`src/rtl/cfg_bank_pkg.sv`:
```
package cfg_bank_pkg;

  localparam int DW    = 8;
  localparam int AW    = 8;
  localparam int IMM_N = 4;

  // address of immediate slot k (order fixes imm_regs packing)
  function automatic logic [AW-1:0] imm_addr(input int k);
    case (k)
      0:       return 8'h00;
      1:       return 8'h02;
      2:       return 8'h04;
      default: return 8'h05;
    endcase
  endfunction

  function automatic logic [DW-1:0] imm_dflt(input int k);
    case (k)
      0:       return 8'h18;
      1:       return 8'h00;
      2:       return 8'h0F;
      default: return 8'h3F;
    endcase
  endfunction

  // staged register defaults: only the stabilizer register is nonzero
  function automatic logic [DW-1:0] buf_dflt(input int a);
    return (a == 9) ? 8'h01 : 8'h00;
  endfunction

endpackage

```
`src/rtl/cfg_addr_decode.sv`:
```
module cfg_addr_decode
  import cfg_bank_pkg::*;
#(
  parameter int             BUF_LO    = 8,
  parameter int             BUF_N     = 38,
  parameter logic [AW-1:0]  XFER_ADDR = 8'hFF,
  parameter logic [DW-1:0]  XFER_KEY  = 8'h01
) (
  input  logic [AW-1:0]    addr_i,
  input  logic             wr_i,
  input  logic [DW-1:0]    wdata_i,
  output logic [BUF_N-1:0] buf_sel_o,
  output logic [IMM_N-1:0] imm_sel_o,
  output logic             commit_o,
  output logic             hit_o
);

  for (genvar i = 0; i < BUF_N; i++) begin : g_bsel
    assign buf_sel_o[i] = (addr_i == AW'(BUF_LO + i));
  end

  for (genvar k = 0; k < IMM_N; k++) begin : g_isel
    assign imm_sel_o[k] = (addr_i == imm_addr(k));
  end

  assign commit_o = wr_i && (addr_i == XFER_ADDR) && (wdata_i == XFER_KEY);
  assign hit_o    = (|buf_sel_o) || (|imm_sel_o) || (addr_i == XFER_ADDR);

  // at most one register selected at a time (R8: no aliasing onto a neighbour)
  always_comb begin
    p_sel_unique_r8: assert ($onehot0({buf_sel_o, imm_sel_o}));
  end

endmodule

```
`src/rtl/cfg_buf_bank.sv`:
```
module cfg_buf_bank
  import cfg_bank_pkg::*;
#(
  parameter int BUF_LO = 8,
  parameter int BUF_N  = 38
) (
  input  logic                clk_i,
  input  logic                rst_ni,
  input  logic [BUF_N-1:0]    we_i,
  input  logic [BUF_N-1:0]    sel_i,
  input  logic [DW-1:0]       wdata_i,
  input  logic                commit_i,
  output logic [BUF_N*DW-1:0] act_o,
  output logic [DW-1:0]       rd_o
);

  localparam int FW = BUF_N * DW;

  logic [DW-1:0] mst_q [BUF_N];
  logic [DW-1:0] act_q [BUF_N];
  logic [DW-1:0] mst_d [BUF_N];
  logic [DW-1:0] act_d [BUF_N];
  logic [FW-1:0] mst_flat;

  for (genvar i = 0; i < BUF_N; i++) begin : g_reg
    localparam logic [DW-1:0] DFLT = buf_dflt(BUF_LO + i);

    always_comb begin
      mst_d[i] = wdata_i;
      act_d[i] = mst_q[i];
    end

    always_ff @(posedge clk_i or negedge rst_ni) begin
      if (!rst_ni) begin
        mst_q[i] <= DFLT;
        act_q[i] <= DFLT;
      end else begin
        if (we_i[i])  mst_q[i] <= mst_d[i];
        if (commit_i) act_q[i] <= act_d[i];
      end
    end

    assign act_o[i*DW +: DW]    = act_q[i];
    assign mst_flat[i*DW +: DW] = mst_q[i];
  end

  // shadow readback through an AND-OR mux
  always_comb begin
    rd_o = '0;
    for (int i = 0; i < BUF_N; i++) begin
      rd_o = rd_o | (sel_i[i] ? mst_q[i] : '0);
    end
  end

  p_hold_r2: assert property (@(posedge clk_i) disable iff (!rst_ni)
    !commit_i |=> $stable(act_o));

  p_copy_r3: assert property (@(posedge clk_i) disable iff (!rst_ni)
    commit_i |=> (act_o == $past(mst_flat)));

endmodule

```
`src/rtl/cfg_imm_bank.sv`:
```
module cfg_imm_bank
  import cfg_bank_pkg::*;
(
  input  logic                clk_i,
  input  logic                rst_ni,
  input  logic [IMM_N-1:0]    we_i,
  input  logic [IMM_N-1:0]    sel_i,
  input  logic [DW-1:0]       wdata_i,
  output logic [IMM_N*DW-1:0] val_o,
  output logic [DW-1:0]       rd_o
);

  logic [DW-1:0] val_q [IMM_N];
  logic [DW-1:0] val_d [IMM_N];

  for (genvar k = 0; k < IMM_N; k++) begin : g_reg
    localparam logic [DW-1:0] DFLT = imm_dflt(k);

    always_comb val_d[k] = wdata_i;

    always_ff @(posedge clk_i or negedge rst_ni) begin
      if (!rst_ni)      val_q[k] <= DFLT;
      else if (we_i[k]) val_q[k] <= val_d[k];
    end

    assign val_o[k*DW +: DW] = val_q[k];

    p_imm_now_r5: assert property (@(posedge clk_i) disable iff (!rst_ni)
      we_i[k] |=> (val_o[k*DW +: DW] == $past(wdata_i)));
  end

  always_comb begin
    rd_o = '0;
    for (int k = 0; k < IMM_N; k++) begin
      rd_o = rd_o | (sel_i[k] ? val_q[k] : '0);
    end
  end

endmodule

```
`src/rtl/cfg_commit_bank.sv`:
```
module cfg_commit_bank
  import cfg_bank_pkg::*;
#(
  parameter int            BUF_LO    = 8,
  parameter int            BUF_N     = 38,
  parameter int            DCS_ADDR  = 9,
  parameter logic [AW-1:0] XFER_ADDR = 8'hFF,
  parameter logic [DW-1:0] XFER_KEY  = 8'h01,
  localparam int           ACT_W     = BUF_N * DW,
  localparam int           IMM_W     = IMM_N * DW
) (
  input  logic             clk,
  input  logic             rst_n,
  input  logic [AW-1:0]    bus_addr,
  input  logic             bus_wr,
  input  logic [DW-1:0]    bus_wdata,
  output logic [DW-1:0]    bus_rdata,
  output logic [ACT_W-1:0] act_regs,
  output logic [IMM_W-1:0] imm_regs,
  output logic             stab_en,
  output logic             commit_pulse
);

  localparam int DCS_IDX = DCS_ADDR - BUF_LO;

  logic [1:0]       rst_sync_q;
  logic             rst_s;
  logic [BUF_N-1:0] buf_sel;
  logic [IMM_N-1:0] imm_sel;
  logic             commit;
  logic             hit;
  logic [DW-1:0]    buf_rd;
  logic [DW-1:0]    imm_rd;
  logic             pulse_d;

  // asynchronous assert, synchronous release
  always_ff @(posedge clk or negedge rst_n) begin
    if (!rst_n) rst_sync_q <= 2'b00;
    else        rst_sync_q <= {rst_sync_q[0], 1'b1};
  end
  assign rst_s = rst_sync_q[1];

  cfg_addr_decode #(
    .BUF_LO(BUF_LO), .BUF_N(BUF_N), .XFER_ADDR(XFER_ADDR), .XFER_KEY(XFER_KEY)
  ) u_dec (
    .addr_i(bus_addr), .wr_i(bus_wr), .wdata_i(bus_wdata),
    .buf_sel_o(buf_sel), .imm_sel_o(imm_sel), .commit_o(commit), .hit_o(hit)
  );

  cfg_buf_bank #(.BUF_LO(BUF_LO), .BUF_N(BUF_N)) u_buf (
    .clk_i(clk), .rst_ni(rst_s),
    .we_i(buf_sel & {BUF_N{bus_wr}}), .sel_i(buf_sel),
    .wdata_i(bus_wdata), .commit_i(commit),
    .act_o(act_regs), .rd_o(buf_rd)
  );

  cfg_imm_bank u_imm (
    .clk_i(clk), .rst_ni(rst_s),
    .we_i(imm_sel & {IMM_N{bus_wr}}), .sel_i(imm_sel),
    .wdata_i(bus_wdata), .val_o(imm_regs), .rd_o(imm_rd)
  );

  // transfer bit: set by a commit, self-clears next cycle
  always_comb pulse_d = commit;

  always_ff @(posedge clk or negedge rst_s) begin
    if (!rst_s) commit_pulse <= 1'b0;
    else        commit_pulse <= pulse_d;
  end

  assign bus_rdata = buf_rd | imm_rd;
  assign stab_en   = act_regs[DCS_IDX*DW];

  p_pulse_r3: assert property (@(posedge clk) disable iff (!rst_s)
    commit |=> commit_pulse);

  p_xfer_rd_r7: assert property (@(posedge clk) disable iff (!rst_s)
    (bus_addr == XFER_ADDR) |-> (bus_rdata == '0));

  p_miss_rd_r8: assert property (@(posedge clk) disable iff (!rst_s)
    !hit |-> (bus_rdata == '0));

  p_stab_fall_r9: assert property (@(posedge clk) disable iff (!rst_s)
    $fell(stab_en) |-> $past(commit));

endmodule

```
`config.mk`:
```
export PLATFORM = sky130hd
export DESIGN_NAME = cfg_commit_bank
export DESIGN_NICKNAME = d
export VERILOG_FILES = /design/src/rtl/cfg_bank_pkg.sv /design/src/rtl/cfg_addr_decode.sv /design/src/rtl/cfg_buf_bank.sv /design/src/rtl/cfg_imm_bank.sv /design/src/rtl/cfg_commit_bank.sv
export SDC_FILE = /design/constraint.sdc
export NUM_CORES = 1
export LEC_CHECK = 0
export BUFFER_PORTS_ARGS = -buffer_cell sky130_fd_sc_hd__buf_2
export CAP_MARGIN = 20
export CORE_UTILIZATION = 60
export DETAILED_ROUTE_END_ITERATION = 8
export MAX_ROUTING_LAYER = met4
export PLACE_DENSITY = 0.82
export SLEW_MARGIN = 20
export SYNTH_ARGS = -nofsm -noshare
export SYNTH_HDL_FRONTEND = slang
export SYNTH_SLANG_ARGS = --single-unit
```
`constraint.sdc`:
```
create_clock -name clk -period 49.5 [get_ports clk]
set_input_delay 7.425 -clock clk [delete_from_list [all_inputs] [get_ports clk]]
set_output_delay 7.425 -clock clk [all_outputs]
set_load 0.1 [all_outputs]
```
[Yosys cells after proc, flatten, opt, wreduce, memory -nomap -nowiden]
Cells that the tools add are included.
Operators by class
  add/subtract/negate cells: 0
  multipliers: 0
  equal/unequal tests: 43
  bitwise gates (word level): 43
  divide/modulo/power cells: 0
  reductions and logical operators: 3
  order comparisons: 0
  shift operators: 0
  mux-type cells: 42
Operators by type and width (number)
  two-way mux 8 bit: 42
  bitwise OR 8 bit: 41
  equality test 8 x 5 -> 1 bit, second input constant: 16
  equality test 8 x 6 -> 1 bit, second input constant: 14
  equality test 8 x 4 -> 1 bit, second input constant: 8
  bitwise AND 38 bit: 1
  equality test 8 x 3 -> 1 bit, second input constant: 2
  equality test 8 x 1 -> 1 bit, second input constant: 1
  equality test 8 x 2 -> 1 bit, second input constant: 1
  equality test 8 bit, second input constant: 1
  zero test 8 bit: 1
  bitwise AND 4 bit: 1
  logical AND 1 bit: 2
Storage, ports and cells
  input port bits: 19
  output and inout bits: 346
  RAM bits: 0
  memories kept: 0
  register bits: 643
  logic and storage cells: 213
  memory bits (read-only): 0
  bits in latches: 0

[Longest topological paths before layout]
  depth after elaboration: 40
  mapped depth: 9
  gate-level depth less buffers: 6

[Hierarchy]
From an unflattened synthesis, not the netlist that was laid out.
Unflattened totals
  cell total of the unflattened synthesis: 1798
  area, all modules: 26983.4 µm²
By module, submodules not included
  cfg_buf_bank: instances 1, cells an instance 1558, area an instance 24548.5 µm², seq. area each 15217.1 µm²
  cfg_imm_bank: instances 1, cells an instance 96, area an instance 1511.4 µm², seq. area each 815.8 µm²
  cfg_commit_bank: instances 1, cells an instance 59, area an instance 471.7 µm², seq. area each 75.1 µm²
  cfg_addr_decode: instances 1, cells an instance 85, area an instance 451.7 µm², seq. area each 0.0 µm²

[Worst setup path after synthesis]
No wires, ideal clock.
  path type: input to output
  start: input bus_addr[3]
  end: output bus_rdata[3]
  data arrival time: 10119 ps
  slack: 31956 ps
  required time: 42075 ps
  stages: 8
  path buffers: 2
  cell sequence: buf_4 buf_4 nor2_1 a222oi_1 a21oi_1 a2bb2oi_1 a21oi_1 o221ai_1
Between the ends
  cells in the longest elaborated chain, start to end: 40
  elaborated cells on any way between the ends: 125
  classes of those cells: eq/ne: 41; mux: 42; bitwise: 41; reduce/logical: 1
RTL lines
  start: declaration: line cfg_commit_bank.sv:14  | input logic [AW-1:0] bus_addr,
  equality test 8 x 4 -> 1 bit: line cfg_addr_decode.sv:19  | assign buf_sel_o[i] = (addr_i == AW'(BUF_LO + i));
  two-way mux 8 bit: line cfg_buf_bank.sv:51  | rd_o = rd_o | (sel_i[i] ? mst_q[i] : '0);
  bitwise OR 8 bit (37 in a row): line cfg_buf_bank.sv:51
  bitwise OR 8 bit (*): line cfg_commit_bank.sv:71  | assign bus_rdata = buf_rd | imm_rd;
  end: declaration: line cfg_commit_bank.sv:17  | output logic [DW-1:0] bus_rdata,
Every way passes the cells marked *; elsewhere a longest branch is shown, timed or not.

[Final worst setup path]
  start: input bus_addr[2]
  end: output bus_rdata[3]
The elaborated chain is that of the path after synthesis.

==> impl_metrics.toml <==
[worst_setup_path]
end_kind = "output pin"
start_kind = "primary input"
cp_max_fo = 55
worstRegToRegCells = 4
cp.required_ps = 42080
worstSetupPathType = "in -> out"
worst_ep_arrival_time_ps = 11090

[grt]
antenna_found_initial = 0
grt_max_degree = 105
grt-ovfl-total = 0
grt_pass1_wl_mm = 144.6
grt_pass1_vias = 21610
grt_usage = 0.4343

[clocking]
post-cts-setup-buffers = 0
clkLatencyLatePin_ps = 650
cts_buffers = 60
cts_resized = 0
tritoncts = "yes"
clk_pin_slew_ps = 60
cts_root_buf = "clkbuf_16"
clockBufferDepth = 3
cts_max_level = 2
hold_buffers = 0
cts_sinks = 643

[synthesis]
yosysMostFrequentCell = "nand2_1"
synth-edff-count = 0
synth_top_area_cell = "dfrtp_1"
netlist_top_cells_area = "dfrtp_1 57%, nand2_1 13%, mux2_2 13%"
synth_area_um2 = 27650
synth_seq_area_share = 0.5826
synthCells = 2500
synth_nets = 2519
ys.flop_type = "dfrtp_1"
synth.distinct_cells = 70
synth_common_cells = "953 x nand2_1, 629 x dfrtp_1, 313 x mux2_2"
ys_seq_elements = 643
syn_area_per_cell_um2 = 11.06
async_flop_share = 1.000
synth_top_area_share = 0.5693
synth_warnings = 0

[floorplanning]
die_w_um = 216.7
dieHeight_um = 216.7
rows = 78
core_um2 = 45380
boundaryPins = 365
initial_utilization = 0.6092
dieArea_um2 = 46940

[route]
wl_mm = 98.46
drcViolationCount = 0
ant_nets = 0
viasPerCell = 6.322
wl_per_cell_um = 28.48
dr_total_vias = 21860
firstDrtPassIters = 5
drt_iter0_drc = 2558

[timing]
clock_skew_ps = 17.04
rsz0062_at_grt = "false"
worstMarginPinSlew_ps = 1183
min_period_over_period = 0.3741
drv_slew = 0
clock.fmax_mhz = 54.01
final.min_clock_period_ps = 18520
fin_ws_ps = 30980
setup_tns_ps = 0
slew_headroom = 0.2086
finalHoldViolCount = 0
finalSetupViolCount = 0

[layout]
drive_gt1_frac = 0.3179
syn_to_final_growth_pct = 14.84
stdcell_count = 3457
nNetsFinal = 2826
nFillCells = 3102

[place]
place.gp.congestion = 0.9875
numPortBuffers = 364
post-dp-hpwl_mm = 67.73
place_inst = 3345
place_worst_setup_slack_ps = 31160

[pwr]
vdd_drop_max_mv = 0.03769
p_leak_nw = 17.62
p_per_area_nw_per_um2 = 34.83

[hold_path]
worstHoldPathCells = 0
hp-class = "reg -> reg"

[outcome]
outcome = "finished, final reports clean"

[flow_run]
max_cap_violations = 0
==> report_power, final <==
group          leakage, nW  switching (mW)  total, mW  internal, mW
Combinational         7.76          0.0514     0.0715        0.0201
Sequential            8.87          0.0202      0.559         0.539
Clock                0.997           0.205      0.475         0.270
Total                 17.6           0.277       1.11         0.829
==> per-layer routing <==
| metal | track usage | routed length, um |
|---|---|---|
| met5 | - | 0 |
| met3 | 0.08421 | 9139 |
| met2 | 0.6506 | 45300 |
| met1 | 0.5971 | 40420 |
| met4 | 0.1509 | 3588 |
==> worst max-delay path, stage by stage <==
cell,delay [ps]
buf_4,630
buf_4,540
nor2b_1,360
buf_4,360
a222oi_1,150
a21oi_1,230
a2bb2oi_1,200
a21oi_1,80
o221ai_1,470
buf_2,520
==> cells in the final DEF (no fill, tap or decap), types with 15 or more instances in the layout <==
cell type  synthesis  layout
clkbuf_16          0      61
mux2i_1           39      39
a22o_1            21      21
buf_2             60     363
nor2_1            31      30
a221oi_1          16      16
mux2_2           313     313
o22ai_1           17      17
a22oi_1           44      44
nand2_1          953     953
nand3_1           17      17
a32oi_1           15      15
clkbuf_1          65      17
buf_4             22      34
mux2_4            40      40
a21oi_1           24      24
dfrtp_1          629     628
==> cells by family after synthesis <==
group / Yosys count / share of synthesized area
AND/OR/NAND/NOR: 1086 / 0.1640
flip-flops: 643 / 0.5826
multiplexers: 395 / 0.1654
AO/OA/AOI/OAI: 214 / 0.05838
buffers and inverters: 161 / 0.02951
other: 1 / 0.0001356
==> registers in the layout (all words and copies together), names as in the netlist <==
register / count
u_buf.act_d: 304
rst_sync_q: 2
u_imm.val_o: 32
commit_pulse: 1
u_buf.act_o: 304
==> final timing paths <==
check | startpoint | endpoint | slack [ps]
max | bus_addr[2] | bus_rdata[3] | 30980
min | rst_sync_q[0] | rst_sync_q[1] | 360
max reg2reg | rst_sync_q[1] | u_buf.act_d[129] | 45750
min reg2reg | rst_sync_q[0] | rst_sync_q[1] | 360
max in group asynchronous | rst_n | rst_sync_q[1] | 42830
min in group asynchronous | rst_sync_q[1] | u_buf.act_o[25] | 400
==> layout make-up <==
class	instances	area [um2]	area share
well taps	600	750.7	0.02364
clock inverters	19	235.2	0.007409
multi-input cells	1696	10730	0.3380
flip-flops and latches	643	16110	0.5074
clock buffers	92	1783	0.05616
diodes	1	2.502	0.00007881
inverters	5	18.77	0.0005911
repair buffers	401	2117	0.06668
==> stage by stage <==
stage	area, um2	hold WS, ps	power, mW	utilization
5_1_grt	31750	372.5	1.130	0.6996
3_3_place_gp	29710	341.3	0.6354	0.6547
4_1_cts	31730	365.9	1.103	0.6992
2_1_floorplan	27650	331.2	0.6065	-
6_report	31750	359.9	1.106	0.6996
3_5_place_dp	29710	347.6	0.6370	0.6547
Note: power is estimated with default switching activity, not from simulation.
